### src/rtl/gpio_irq_pkg.sv
package gpio_irq_pkg;
  localparam int BUS_W = 32;

  // word indices (byte offset / 4)
  localparam logic [3:0] W_IEN   = 4'd0;
  localparam logic [3:0] W_STAT  = 4'd1;
  localparam logic [3:0] W_DISP  = 4'd2;
  localparam logic [3:0] W_ICLR  = 4'd3;
  localparam logic [3:0] W_MSET  = 4'd4;
  localparam logic [3:0] W_MCLR  = 4'd5;
  localparam logic [3:0] W_DOUT  = 4'd6;
  localparam logic [3:0] W_DIN   = 4'd7;
  localparam logic [3:0] W_DIR   = 4'd8;
  localparam logic [3:0] W_MODE0 = 4'd9;
  localparam logic [3:0] W_MODE1 = 4'd10;
  localparam logic [3:0] W_USEL  = 4'd14;
  localparam logic [3:0] W_SRST  = 4'd15;

  // low two bits of the mode field when bit 2 is clear
  typedef enum logic [1:0] {
    DET_FALL = 2'b00,
    DET_RISE = 2'b01,
    DET_LOW  = 2'b10,
    DET_HIGH = 2'b11
  } det_kind_e;
endpackage

### src/rtl/gpio_sync.sv
module gpio_sync #(
  parameter int W = 12
) (
  input  logic         clk,
  input  logic         rst_n,
  input  logic [W-1:0] async_in,
  output logic [W-1:0] sync_out
);
  logic [W-1:0] meta_q, meta_d;
  logic [W-1:0] stab_q, stab_d;

  always_comb begin
    meta_d = async_in;
    stab_d = meta_q;
  end

  always_ff @(posedge clk or negedge rst_n) begin
    if (!rst_n) begin
      meta_q <= '0;
      stab_q <= '0;
    end else begin
      meta_q <= meta_d;
      stab_q <= stab_d;
    end
  end

  assign sync_out = stab_q;
endmodule

### src/rtl/gpio_pin_det.sv
module gpio_pin_det
  import gpio_irq_pkg::*;
(
  input  logic       clk,
  input  logic       rst_n,
  input  logic       lvl,
  input  logic [2:0] mode,
  output logic       evt
);
  logic prev_q, prev_d;

  always_comb begin
    prev_d = lvl;
    if (mode[2]) begin
      evt = lvl ^ prev_q;
    end else begin
      unique case (det_kind_e'(mode[1:0]))
        DET_FALL: evt = prev_q & ~lvl;
        DET_RISE: evt = ~prev_q & lvl;
        DET_LOW:  evt = ~lvl;
        DET_HIGH: evt = lvl;
        default:  evt = 1'b0;
      endcase
    end
  end

  always_ff @(posedge clk or negedge rst_n) begin
    if (!rst_n) prev_q <= 1'b0;
    else        prev_q <= prev_d;
  end
endmodule

### src/rtl/gpio_irq_ctrl.sv
module gpio_irq_ctrl
  import gpio_irq_pkg::*;
#(
  parameter int N_PINS = 12
) (
  input  logic              clk,
  input  logic              rst_n,
  input  logic [5:2]        reg_addr,
  input  logic              reg_we,
  input  logic [BUS_W-1:0]  reg_wdata,
  output logic [BUS_W-1:0]  reg_rdata,
  input  logic [N_PINS-1:0] pin_in,
  output logic [N_PINS-1:0] pin_out,
  output logic [N_PINS-1:0] pin_oe,
  output logic [N_PINS-1:0] pin_sel,
  output logic              irq
);
  localparam int NIB_PER_WORD = 8;
  localparam int MODE_W       = 3;
  localparam logic [N_PINS-1:0] ALL_ONES = '1;

  // register state
  logic [N_PINS-1:0] en_q, en_d;
  logic [N_PINS-1:0] st_q, st_d;
  logic [N_PINS-1:0] mask_q, mask_d;
  logic [N_PINS-1:0] dout_q, dout_d;
  logic [N_PINS-1:0] dir_q, dir_d;
  logic [N_PINS-1:0] usel_q, usel_d;
  logic [N_PINS-1:0][MODE_W-1:0] mode_q, mode_d;
  logic srst_q, srst_d;

  logic [15:0]       hit;
  logic [N_PINS-1:0] wd;
  logic [N_PINS-1:0] lvl;
  logic [N_PINS-1:0] evt;
  logic [N_PINS-1:0] disp;
  logic [BUS_W-1:0]  mode_rd0, mode_rd1;
  logic              unused_bits;

  assign hit = reg_we ? (16'd1 << reg_addr) : 16'd0;
  assign wd  = reg_wdata[N_PINS-1:0];
  assign unused_bits = ^{reg_wdata, hit};

  gpio_sync #(.W(N_PINS)) u_sync (
    .clk     (clk),
    .rst_n   (rst_n),
    .async_in(pin_in),
    .sync_out(lvl)
  );

  for (genvar p = 0; p < N_PINS; p++) begin : g_det
    gpio_pin_det u_det (
      .clk  (clk),
      .rst_n(rst_n),
      .lvl  (lvl[p]),
      .mode (mode_q[p]),
      .evt  (evt[p])
    );
  end

  // next state
  always_comb begin
    srst_d = hit[W_SRST] ? reg_wdata[0] : srst_q;
    en_d   = en_q;
    mask_d = mask_q;
    dout_d = dout_q;
    dir_d  = dir_q;
    usel_d = usel_q;
    mode_d = mode_q;
    st_d   = st_q;
    if (srst_q) begin
      en_d   = '0;
      mask_d = ALL_ONES;
      dout_d = '0;
      dir_d  = '0;
      usel_d = '0;
      mode_d = '0;
      st_d   = '0;
    end else begin
      if (hit[W_IEN])  en_d   = wd;
      if (hit[W_DOUT]) dout_d = wd;
      if (hit[W_DIR])  dir_d  = wd;
      if (hit[W_USEL]) usel_d = wd;
      if (hit[W_MSET]) mask_d = mask_q | wd;
      if (hit[W_MCLR]) mask_d = mask_q & ~wd;
      for (int i = 0; i < N_PINS; i++) begin
        if ((i < NIB_PER_WORD && hit[W_MODE0]) || (i >= NIB_PER_WORD && hit[W_MODE1]))
          mode_d[i] = reg_wdata[4*(i % NIB_PER_WORD) +: MODE_W];
      end
      st_d = (st_q & ~(hit[W_ICLR] ? wd : '0)) | (evt & en_q);
    end
  end

  // registers
  always_ff @(posedge clk or negedge rst_n) begin
    if (!rst_n) begin
      en_q   <= '0;
      st_q   <= '0;
      mask_q <= ALL_ONES;
      dout_q <= '0;
      dir_q  <= '0;
      usel_q <= '0;
      mode_q <= '0;
      srst_q <= 1'b0;
    end else begin
      en_q   <= en_d;
      st_q   <= st_d;
      mask_q <= mask_d;
      dout_q <= dout_d;
      dir_q  <= dir_d;
      usel_q <= usel_d;
      mode_q <= mode_d;
      srst_q <= srst_d;
    end
  end

  // read path
  assign disp = st_q & ~mask_q;

  always_comb begin
    mode_rd0 = '0;
    mode_rd1 = '0;
    for (int i = 0; i < N_PINS; i++) begin
      if (i < NIB_PER_WORD) mode_rd0[4*(i % NIB_PER_WORD) +: MODE_W] = mode_q[i];
      else                  mode_rd1[4*(i % NIB_PER_WORD) +: MODE_W] = mode_q[i];
    end
  end

  always_comb begin
    unique case (reg_addr)
      W_IEN:   reg_rdata = BUS_W'(en_q);
      W_STAT:  reg_rdata = BUS_W'(st_q);
      W_DISP:  reg_rdata = BUS_W'(disp);
      W_MSET:  reg_rdata = BUS_W'(mask_q);
      W_DOUT:  reg_rdata = BUS_W'(dout_q);
      W_DIN:   reg_rdata = BUS_W'(lvl);
      W_DIR:   reg_rdata = BUS_W'(dir_q);
      W_MODE0: reg_rdata = mode_rd0;
      W_MODE1: reg_rdata = mode_rd1;
      W_USEL:  reg_rdata = BUS_W'(usel_q);
      W_SRST:  reg_rdata = BUS_W'(srst_q);
      default: reg_rdata = '0;
    endcase
  end

  assign pin_out = dout_q;
  assign pin_oe  = dir_q;
  assign pin_sel = usel_q;
  assign irq     = |disp;
endmodule

### config.mk
export PLATFORM = sky130hd
export DESIGN_NAME = gpio_irq_ctrl
export DESIGN_NICKNAME = d
export VERILOG_FILES = /design/src/rtl/gpio_irq_pkg.sv /design/src/rtl/gpio_sync.sv /design/src/rtl/gpio_pin_det.sv /design/src/rtl/gpio_irq_ctrl.sv
export SDC_FILE = /design/constraint.sdc
export NUM_CORES = 1
export LEC_CHECK = 0
export ABC_AREA = 1
export ABC_CLOCK_PERIOD_IN_PS = 3100
export BUFFER_PORTS_ARGS = -buffer_cell sky130_fd_sc_hd__buf_2
export CORE_ASPECT_RATIO = 1.2
export CORE_MARGIN = 2
export CORE_UTILIZATION = 62
export DETAILED_ROUTE_END_ITERATION = 8
export PLACE_DENSITY = 0.86
export REMOVE_ABC_BUFFERS = 1
export SYNTH_ARGS = -nofsm -noshare
export SYNTH_HDL_FRONTEND = slang
export SYNTH_HIERARCHICAL = 1
export SYNTH_SLANG_ARGS = --single-unit
### constraint.sdc
create_clock -name clk -period 3.1 [get_ports clk]
set_clock_uncertainty 0.1 [all_clocks]
set_input_delay 0.62 -clock clk [delete_from_list [all_inputs] [get_ports clk]]
set_output_delay 0.62 -clock clk [all_outputs]
set_load 0.01 [all_outputs]
## Word level (Yosys, flattened, before mapping)

Cells that the tools add are included.

| cells by class | value |
|---|---|
| equality and inequality tests | 46 |
| shift-type cells | 1 |
| multiplexer cells | 52 |
| bitwise gates (word level) | 69 |
| reductions and logical operators | 21 |

Operators with widths:

| operator | number |
|---|---|
| 31-bit case mux with 11 select lines | 1 |
| 12-bit 2-to-1 mux | 13 |
| 12-bit AND | 4 |
| 2-bit == test (second input constant) | 24 |
| 1-bit case mux with 4 select lines | 12 |
| 3-bit 2-to-1 mux | 12 |
| 36-bit 2-to-1 mux | 1 |
| 12-bit NOT | 3 |
| 1-bit AND | 24 |
| 2-bit by 1-bit == test with 1-bit output (second input constant) | 12 |
| 2-bit logical NOT | 12 |
| 1-bit NOT | 24 |
| 12-bit OR | 2 |
| 4-bit == test (second input constant) | 5 |
| 16-bit 2-to-1 mux | 1 |
| 1-bit by 4-bit << shifter with 16-bit output (first input constant) | 1 |
| 4-bit by 3-bit == test with 1-bit output (second input constant) | 3 |
| 1-bit 2-to-1 mux | 12 |
| 2-bit nonzero test | 6 |
| 12-bit OR reduction | 1 |
| 1-bit bitwise XOR | 12 |
| 4-bit by 1-bit == test with 1-bit output (second input constant) | 1 |
| 4-bit by 2-bit == test with 1-bit output (second input constant) | 1 |
| 4-bit logical NOT | 1 |
| 3-bit nonzero test | 1 |

| storage, ports and cells | value |
|---|---|
| register bits | 145 |
| input port bits | 51 |
| output and inout port bits | 69 |
| logic and storage cells | 222 |

## Depth between registers and ports, before layout

Gate-level depths: netlist (run 1).

| depth | value |
|---|---|
| depth in word-level cells | 7 |
| gate-level depth with buffers | 9 |
| mapped depth without buffers | 8 |

## By module

The synthesis (run 1) kept the hierarchy.

Modules (own cells, without submodules):

| module | instances | cells an instance | area an instance (sq um) | seq. area each (sq um) |
|---|---|---|---|---|
| gpio_irq_ctrl | 1 | 823 | 5804.3 | 2742.6 |
| gpio_pin_det | 12 | 16 | 115.1 | 25.0 |
| gpio_sync | 1 | 24 | 600.6 | 600.6 |

## Least setup slack after synthesis (run 1)

OpenSTA, ideal clock, no wires.

| path | value |
|---|---|
| kind | input to output |
| start point | input port reg_addr[3] (netlist bit) |
| end point | output port reg_rdata[16] |
| arrival | 1512 ps |
| required time | 2380 ps |
| setup slack | 868 ps |
| cell stages on the path | 6 |
| path buffers | 1 |
| path through | inv_1 > nand2_1 > inv_1 > nand2_1 > clkbuf_1 > nor2_1 |

| between the ends | value |
|---|---|
| longest elaborated chain between the ends | 2 |
| elaborated cells on any way between the ends | 12 |
| classes of those cells | eq/ne: 10; mux: 1; reduce/logical: 1 |

RTL lines:

| what | line | source |
|---|---|---|
| from (decl) | gpio_irq_ctrl.sv:8 | `input logic [5:2] reg_addr,` |
| 4-bit == test (tied with other cells) | gpio_irq_ctrl.sv:130 | `unique case (reg_addr)` |
| 31-bit case mux with 11 select lines (*) | gpio_irq_ctrl.sv:130 |  |
| to (decl) | gpio_irq_ctrl.sv:11 | `output logic [BUS_W-1:0] reg_rdata,` |

Every way passes the cells marked *; elsewhere a longest branch is shown, timed or not.

## Worst setup path after layout (run 1)

| path | value |
|---|---|
| start point | register srst_q |
| end point | output port reg_rdata[0] |

| between the ends | value |
|---|---|
| longest elaborated chain between the ends | 1 |

RTL lines:

| what | line | source |
|---|---|---|
| from (decl) | gpio_irq_ctrl.sv:30 | `logic srst_q, srst_d;` |
| from (signal assigned) | gpio_irq_ctrl.sv:113 | `srst_q <= srst_d;` |
| 31-bit case mux with 11 select lines | gpio_irq_ctrl.sv:130 |  |

Every way passes these cells.

==> results of run 1 <==
[worst max-delay path, cell delays in order (launching register included)]
cell	delay [ns]
dfrtp_1	0.35
clkinv_1	0.62
nor2_1	0.27
nand2_1	0.07
nand2_1	0.06
nor2_1	0.04
nand3_1	0.11
buf_2	0.15
[sequential cells by signal (all words and copies together) (netlist names)]
register,count
mask_q,12
en_q,12
g_det.u_det/prev_q,12
mode_q,36
pin_oe,12
pin_sel,12
u_sync/sync_out,12
u_sync/meta_q,12
srst_q,1
pin_out,12
st_q,12
[per-layer routing]
metal | wire length [um] | part of all wire [%] | up-vias
li1 | - | - | 3504
met1 | 8190 | 35 | 3528
met2 | 10900 | 47 | 540
met3 | 2760 | 12 | 140
met4 | 1460 | 6.3 | 0
met5 | 0 | 0 | -
[layout make-up]
| class | count | share of cell area, % |
|---|---|---|
| multi-input cells | 721 | 37.5 |
| well taps | 161 | 2.18 |
| repair buffers | 136 | 8.31 |
| clock inverters | 9 | 1.67 |
| flip-flops and latches | 145 | 39.5 |
| inverters | 140 | 5.69 |
| clock buffers | 22 | 5.24 |
[power breakdown]
group          internal (W)  total (W)  switching (W)
sequential          0.00227    0.00259       0.000328
clock               0.00143    0.00223       0.000800
combinational      0.000490    0.00147       0.000981
total               0.00418    0.00629        0.00211
[cells by family after synthesis]
group / after synthesis / synth area share (%)
flops: 145 / 46.8
other cells: 1 / 0.0482
buf+inv: 177 / 8.98
simple gates: 541 / 29.5
compound gates: 151 / 10.8
fa+ha+maj: 24 / 3.86
[cells in the mapped netlist, types with 13 or more instances]
cell type,count,share of area (%)
clkbuf_1,17,0.82
inv_2,18,0.87
nand3_1,78,5.0
nand2_1,333,16
o21ai_0,70,4.5
ha_1,24,3.9
inv_1,121,5.8
o21ai_1,27,1.7
a21oi_1,25,1.6
dfrtp_1,133,43
nor2_1,81,3.9
buf_2,13,0.84
[worst max-delay path by stage]
stage	endpoint	slack, ns	startpoint
finish	reg_rdata[0]	0.29	srst_q$_DFFE_PN0P_
global route	reg_rdata[0]	0.18	srst_q$_DFFE_PN0P_
CTS	reg_rdata[0]	0.35	srst_q$_DFFE_PN0P_
detailed placement	reg_rdata[0]	0.48	reg_addr[5]
global placement	reg_rdata[0]	0.48	reg_addr[5]
floorplan	reg_rdata[0]	0.25	srst_q$_DFFE_PN0P_
[through the flow]
step	setup slack, ns	util (%)	instance area [sq um]
after global placement	0.481	70.6	8600
after CTS	0.355	75.9	9230
after floorplan	0.250	-	7630
after detailed placement	0.476	70.6	8600
final	0.294	75.9	9230
after global routing	0.177	75.9	9230
==> impl_metrics.csv, run 1 <==
group,metric,value,unit
outcome,status,"finished, violations left",
outcome,violations,"hold timing",
synthesis,synth.avg_cell_area,7.49,sq um
drt,drt_first_pass_iters,6,
floorplan,fp.dieH,127,um
finish,syn_to_final_growth,18.6,%
power_and_ir_drop,power.leakage,4.85,nW
drt,vias_per_cell,5.78,
clock_tree,cts.sinks,145,
finish,final_common_cell,"nand2_1",
global_routing,grt_busiest_layer,"met2",
clock_tree,cts-resized-gates,0,
finish,ff_latch_area,3640,sq um
synthesis,synth_area,7790,sq um
clock_tree,tritoncts,"built",
global_routing,use_met3,8.53,%
global_routing,grt_max_degree,69,
setup_path,cp-start-kind,"register",
setup_path,cp_max_fo,23,
sta,finalCritPeriodShare,90.5,%
global_routing,met1_usage,44.6,%
clock_tree,postCtsSetupBuffers,0,
floorplan,fp.dieArea,13500,sq um
synthesis,synth_ff_type,"dfrtp_1",
global_routing,grt_use_total,36.3,%
setup_path,cp-end-kind,"primary output",
placed_design,globalplace.congestion,0.934,
drt,wl_per_cell,17.5,um
floorplan,initial_utilization,64.0,%
clock_tree,cts_hold_buf,0,
synthesis,ys.warnings.count,6,
global_routing,use_met2,58.1,%
clock_tree,numCtsBuffers,17,
sta,setup_viol,0,
drt,vias,7712,
placed_design,dp_cells,1303,
setup_path,rrSetupSlack,0.57,ns
synthesis,ys_types,30,
global_routing,grt_pass1_vias,7582,
clock_tree,cts-root-buf,"clkbuf_16",
sta,tns,0,ns
setup_path,regToRegStartpoint,"srst_q$_DFFE_PN0P_",
synthesis,synth-seq-area-share,46.8,%
drt,remaining_drc_errors,0,
sta,fin_hold_ws,-0.00164,ns
drt,drt_iter0_markers,876,
global_routing,antenna_found_initial,0,
setup_path,reg2reg_depth,5,
finish,mostFrequentLayoutCells,"nand2_1 (333), dfrtp_1 (133), inv_1 (121)",
floorplan,ioPinCount,120,
sta,finalCriticalPeriod,2.81,ns
hold_path,hold_class,"primary input to async pin",
synthesis,synth_edf_count,0,
setup_path,worst_r2r_endpoint,"pin_oe[2]$_DFFE_PN0P_",
floorplan,core,12200,sq um
clock_tree,path_clk_slew,0.06,ns
setup_path,cp.arrival,2.09,ns
sta,slew_headroom,47.4,%
global_routing,grt_pass1_wl,37500,um
job,drv_cap,0,
placed_design,io_buffers,109,
placed_design,hpwlAfterDp,15400,um
synthesis,synth_seq_cells,145,
clock_tree,clk-insertion-delay-late,0.43,ns
finish,nets,1236,
setup_path,required,2.38,ns
drt,wl,23400,um
floorplan,row_count,44,
power_and_ir_drop,p_per_area,681,nW/um^2
sta,maxSlewViolCount,0,
clock_tree,htree_levels,4,
floorplan,fp.dieW,106,um
setup_path,criticalPathCategory,"register to primary output",
power_and_ir_drop,peakVddDrop,0.391,mV
power_and_ir_drop,p_total,0.00629,W
synthesis,synthCells,1039,
finish,multiInputGateArea,3460,sq um
sta,rsz0062_at_grt,"no",
sta,fmax,356,MHz
sta,hold_viol,6,
finish,layout-drive-gt1-share,19.7,%
global_routing,grt_overflow,0,
clock_tree,max-clock-path-buffers,2,
finish,finalNonFillerCells,1334,
synthesis,ys_async_sr_fraction,100,%
sta,tightest_slew,0.784,ns
drt,antenna_left,0,
finish,antenna_cells,0,
finish,fillers,889,
Note: power is estimated with default switching activity, not from simulation.
==> run 2: changes to the inputs <==
--- a/config.mk
+++ b/config.mk
@@ -10,10 +10,11 @@
 export BUFFER_PORTS_ARGS = -buffer_cell sky130_fd_sc_hd__buf_2
 export CORE_ASPECT_RATIO = 1.2
 export CORE_MARGIN = 2
-export CORE_UTILIZATION = 62
+export CORE_UTILIZATION = 60
 export DETAILED_ROUTE_END_ITERATION = 8
-export PLACE_DENSITY = 0.86
+export PLACE_DENSITY = 0.84
 export REMOVE_ABC_BUFFERS = 1
+export SLEW_MARGIN = 10
 export SYNTH_ARGS = -nofsm -noshare
 export SYNTH_HDL_FRONTEND = slang
 export SYNTH_HIERARCHICAL = 1
==> impl_metrics.csv, run 2 (synthesized netlist as in run 1, its figures left out) <==
group,metric,value,unit
outcome,status,"finished, final reports clean",
global_routing,grt_pass1_wl,36200,um
finish,final_common_cell,"nand2_1",
setup_path,crit_chain,"buf_2 > inv_2 > nand2_1 > buf_4 > nor2_2 > nand2_1 > nand2_1 > nor2_1 > nand3_1 > buf_2",
sta,maxSlewViolCount,0,
floorplan,fp.dieW,108,um
placed_design,io_buffers,109,
power_and_ir_drop,p_per_area,689,nW/um^2
setup_path,reg2reg_depth,6,
setup_path,cp-end-kind,"primary output",
floorplan,core,12700,sq um
placed_design,hpwlAfterDp,15600,um
global_routing,antenna_found_initial,0,
finish,mostFrequentLayoutCells,"nand2_1 (333), dfrtp_1 (133), inv_1 (121)",
global_routing,grt_overflow,0,
clock_tree,cts_hold_buf,0,
global_routing,grt_max_degree,72,
clock_tree,numCtsBuffers,17,
clock_tree,max-clock-path-buffers,2,
clock_tree,tritoncts,"built",
power_and_ir_drop,peakVddDrop,0.428,mV
floorplan,fp.dieH,129,um
finish,nets,1236,
placed_design,dpl_cell_area,8610,sq um
floorplan,row_count,45,
clock_tree,path_clk_slew,0.06,ns
drt,vias,7677,
setup_path,required,2.38,ns
drt,drt_first_pass_iters,6,
clock_tree,cts-root-buf,"clkbuf_16",
clock_tree,cts-resized-gates,0,
floorplan,ioPinCount,120,
sta,fmax,359,MHz
setup_path,rrSetupSlack,0.86,ns
finish,largest_register_ffs,36,
sta,finalCriticalPeriod,2.78,ns
finish,antenna_cells,0,
setup_path,cpMostUsedCell,"nand2_1",
finish,finalNonFillerCells,1337,
finish,fin_area,9280,sq um
setup_path,cp.arrival,2.06,ns
finish,fin_util,73.3,%
setup_path,cp_slowest_cell,"nor2_2",
sta,finalCritPeriodShare,89.8,%
drt,antenna_left,0,
drt,wl,22900,um
drt,drt_iter0_markers,849,
hold_path,hold_class,"primary input to async pin",
sta,hold_viol,0,
sta,tightest_slew,0.641,ns
power_and_ir_drop,power.leakage,4.88,nW
drt,wl_per_cell,17.2,um
finish,fillers,954,
sta,tns,0,ns
placed_design,globalplace.congestion,0.936,
global_routing,grt_pass1_vias,7250,
setup_path,cp-start-kind,"primary input",
clock_tree,htree_levels,4,
setup_path,cp_max_fo,8,
finish,largest-register,"mode_q",
job,drv_cap,0,
sta,rsz0062_at_grt,"no",
floorplan,fp.dieArea,13900,sq um
setup_path,slowest_delay,0.33,ns
setup_path,regToRegStartpoint,"srst_q$_DFFE_PN0P_",
placed_design,dp_cells,1306,
global_routing,grt_use_total,34.3,%
clock_tree,clk-insertion-delay-late,0.43,ns
finish,layout-drive-gt1-share,19.6,%
clock_tree,cts.sinks,145,
drt,remaining_drc_errors,0,
setup_path,criticalPathCategory,"primary input to primary output",
setup_path,worst_r2r_endpoint,"mode_q[24]$_DFFE_PN0P_",
drt,vias_per_cell,5.74,
clock_tree,postCtsSetupBuffers,0,
sta,setup_viol,0,
finish,syn_to_final_growth,19.2,%
floorplan,initial_utilization,61.5,%
sta,slew_headroom,57.2,%
-- run 2: worst max path at each step --
stage | start | end | depth (start not counted)
final | reg_addr[5] | reg_rdata[6] | 10
after floorplan | srst_q$_DFFE_PN0P_ | reg_rdata[0] | 6
after global placement | reg_addr[5] | reg_rdata[1] | 10
after global routing | reg_addr[5] | reg_rdata[1] | 10
after detailed placement | reg_addr[5] | reg_rdata[1] | 10
after CTS | reg_addr[5] | reg_rdata[1] | 10
-- run 2: critical path: cells and delay by family --
kind	cells	cell delay [ns]
buf+inv	4	0.60
simple gates	6	0.84
-- run 2: final cells by class --
class / count / area [sq um] / share of cell area, %
tap: 164 / 205 / 2.21
multi-input combinational: 721 / 3460 / 37.3
timing repair buffer: 136 / 779 / 8.40
clock inverter: 10 / 208 / 2.24
sequential: 145 / 3640 / 39.3
inverter: 140 / 526 / 5.66
clock buffer: 21 / 460 / 4.96
-- run 2: stage by stage --
stage	hold slack [ns]	worst slack [ns]	total power, W
2_1_floorplan	0.224	0.250	0.00338
3_3_place_gp	0.232	0.383	0.00396
3_5_place_dp	0.235	0.359	0.00402
4_1_cts	0.135	0.350	0.00636
5_1_grt	0.147	0.217	0.00668
6_report	0.106	0.316	0.00639
-- run 2: layer usage --
| layer | share of wire (%) | global-route usage, % | vias to the layer above |
|---|---|---|---|
| li1 | - | - | 3509 |
| met3 | 10 | 7.45 | 117 |
| met1 | 37 | 42.9 | 3552 |
| met5 | 0 | 0 | - |
| met4 | 5.6 | 18.1 | 0 |
| met2 | 47 | 55.8 | 499 |
-- run 2: power breakdown --
group | total [W] | switching, W | internal, W
clock network | 0.00234 | 0.000790 | 0.00155
registers | 0.00259 | 0.000321 | 0.00227
logic | 0.00147 | 0.000981 | 0.000490
total | 0.00639 | 0.00209 | 0.00430
==> run 3: changes to the inputs <==
--- a/config.mk
+++ b/config.mk
@@ -6,13 +6,13 @@
 export NUM_CORES = 1
 export LEC_CHECK = 0
 export ABC_AREA = 1
-export ABC_CLOCK_PERIOD_IN_PS = 3100
+export ABC_CLOCK_PERIOD_IN_PS = 2450
 export BUFFER_PORTS_ARGS = -buffer_cell sky130_fd_sc_hd__buf_2
 export CORE_ASPECT_RATIO = 1.2
 export CORE_MARGIN = 2
-export CORE_UTILIZATION = 60
+export CORE_UTILIZATION = 52
 export DETAILED_ROUTE_END_ITERATION = 8
-export PLACE_DENSITY = 0.84
+export PLACE_DENSITY = 0.77
 export REMOVE_ABC_BUFFERS = 1
 export SLEW_MARGIN = 10
 export SYNTH_ARGS = -nofsm -noshare
==> constraint.sdc (replaced) <==
create_clock -name clk -period 2.45 [get_ports clk]
set_clock_uncertainty 0.1 [all_clocks]
set_input_delay 0.49 -clock clk [delete_from_list [all_inputs] [get_ports clk]]
set_output_delay 0.49 -clock clk [all_outputs]
set_load 0.01 [all_outputs]
==> impl_metrics.csv, run 3 (synthesized netlist as in run 1, its figures left out) <==
group,metric,value,unit
clock_tree,cts.sinks,145,
setup_path,worst-path-buf-inv,4,
floorplan,fp.dieArea,16000,sq um
finish,largest_register_ffs,36,
setup_path,criticalPathCategory,"primary input to primary output",
global_routing,grt_pass1_vias,7013,
finish,final_common_cell,"nand2_1",
finish,nets,1248,
floorplan,fp.dieW,116,um
power_and_ir_drop,switching_share,34.2,%
setup_path,startpoint,"reg_addr[3]",
setup_path,cp_max_fo,4,
setup_path,cp-end-kind,"primary output",
finish,mostFrequentLayoutCells,"nand2_1 (332), dfrtp_1 (133), inv_1 (121)",
power_and_ir_drop,p_per_area,819,nW/um^2
power_and_ir_drop,pwr-share-comb,24.3,%
placed_design,dp_cells,1357,
finish,layout-drive-gt1-share,20.8,%
clock_tree,max-clock-path-buffers,2,
clock_tree,tritoncts,"built",
sta,slew_headroom,59.8,%
finish,syn_to_final_growth,20.3,%
drt,vias_per_cell,5.31,
global_routing,grt_pass1_wl,35400,um
power_and_ir_drop,p_sw,0.00263,W
placed_design,pre_cts_ws,0.0837,ns
floorplan,fp.dieH,138,um
drt,drt_first_pass_iters,5,
floorplan,ioPinCount,120,
drt,wl,22300,um
setup_path,cp-start-kind,"primary input",
setup_path,cp_slowest_cell,"nor2_1",
power_and_ir_drop,power.leakage,4.89,nW
drt,antenna_left,0,
hold_path,hp-start,"pin_in[11]",
global_routing,antenna_found_initial,0,
sta,finalCriticalPeriod,2.38,ns
clock_tree,htree_levels,4,
finish,largest-register,"mode_q",
placed_design,globalplace.congestion,0.953,
drt,vias,7382,
clock_tree,path_clk_slew,0.06,ns
placed_design,hpwlAfterDp,16000,um
floorplan,row_count,49,
sta,maxSlewViolCount,0,
clock_tree,numCtsBuffers,17,
clock_tree,clk-insertion-delay-late,0.42,ns
setup_path,cp.arrival,1.79,ns
power_and_ir_drop,intPower,0.00504,W
outcome,status,"finished, final reports clean",
placed_design,io_buffers,109,
floorplan,core,14800,sq um
setup_path,required,1.86,ns
finish,antenna_cells,0,
setup_path,regToRegStartpoint,"srst_q$_DFFE_PN0P_",
job,drv_cap,0,
power_and_ir_drop,peakVddDrop,0.508,mV
setup_path,crit_chain,"buf_2 > inv_1 > nand2_1 > nor2_1 > buf_4 > nand2_1 > nand2_1 > nor2_1 > nand3_1 > buf_2",
setup_path,slowest_delay,0.36,ns
floorplan,initial_utilization,52.5,%
global_routing,grt_use_total,29.3,%
power_and_ir_drop,p_clk_share,33.1,%
global_routing,grt_max_degree,58,
sta,tightest_slew,0.602,ns
sta,setup_viol,0,
sta,tns,0,ns
sta,rsz0062_at_grt,"no",
setup_path,path_delay_family,"simple AND/OR/NAND/NOR gates",
finish,fin_util,63.1,%
finish,finalNonFillerCells,1390,
power_and_ir_drop,seq_power_share,42.6,%
sta,setup_ws,0.0708,ns
drt,wl_per_cell,16.0,um
sta,fmax,420,MHz
setup_path,cpMostUsedCell,"nand2_1",
global_routing,grt_overflow,0,
sta,fin_hold_ws,0.0631,ns
sta,hold_viol,0,
clock_tree,cts-root-buf,"clkbuf_16",
hold_path,hold_class,"primary input to register",
sta,finalCritPeriodShare,97.1,%
drt,remaining_drc_errors,0,
drt,drt_iter0_markers,551,
-- run 3: changes by cell type in the layout (fill, tap and decap cells not counted), moves of 2 or more --
cell	before	now
clkbuf_1	2	0
buf_12	2	4
clkinv_2	2	5
bufinv_16	6	2
buf_4	25	34
clkinvlp_4	0	5
-- run 3: metal layers --
layer	part of all wire, %	wire [um]	global-route usage [%]	up-vias
met3	8.4	1870	6.49	78
li1	-	-	-	3533
met2	48	10800	46.8	356
met1	38	8490	37.3	3415
met5	0	0	0	-
met4	5.0	1120	14.8	0
-- run 3: worst register-to-register path, cell delays in order, from the launching register on --
cell and delay (ns):
dfrtp_1 0.38, clkinv_1 0.07, buf_4 0.25, nand2_1 0.24
inv_2 0.31, nand2_1 0.09, o21ai_1 0.08
-- run 3: final timing paths --
check	endpoint	slack (ns)	cells past startpoint
hold / removal	u_sync/meta_q[11]$_DFF_PN0_	0.06	1
hold reg to reg	u_sync/sync_out[5]$_DFF_PN0_	0.25	0
setup reg to reg	pin_out[5]$_DFFE_PN0P_	0.84	6
min in group asynchronous	u_sync/sync_out[2]$_DFF_PN0_	0.52	2
setup / recovery	reg_rdata[4]	0.07	10
max in group asynchronous	mask_q[11]$_DFFE_PN1P_	1.01	3
-- run 3: repair_timing --
item / CTS / global route
setup endpoints to repair: 0 / 4
gates resized for setup: 0 / 3
hold buffers: 1 / 0
endpoints found under the hold margin: 46 / 0
setup buffers: 0 / 0
-- run 3: through the flow --
step / total power (W) / cell area, sq um
6_report: 0.00767 / 9370
5_1_grt: 0.00807 / 9370
4_1_cts: 0.00768 / 9360
3_5_place_dp: 0.00513 / 8770
3_3_place_gp: 0.00506 / 8770
2_1_floorplan: 0.00428 / 7630
-- run 3: final cells by class --
| cell class | instances | area [sq um] |
|---|---|---|
| inverters | 140 | 526 |
| fillers | 1328 | 5470 |
| well taps | 204 | 255 |
| clock buffers | 18 | 439 |
| multi-input cells | 721 | 3470 |
| flip-flops and latches | 145 | 3640 |
| repair buffers | 148 | 897 |
| clock inverters | 14 | 140 |
-- run 3: power groups by stage --
stage	registers, W	clock network [W]	logic (W)
2_1_floorplan	0.00327	0	0.00101
3_3_place_gp	0.00328	0	0.00179
3_5_place_dp	0.00329	0	0.00184
4_1_cts	0.00326	0.00257	0.00185
5_1_grt	0.00332	0.00268	0.00207
6_report	0.00327	0.00254	0.00186
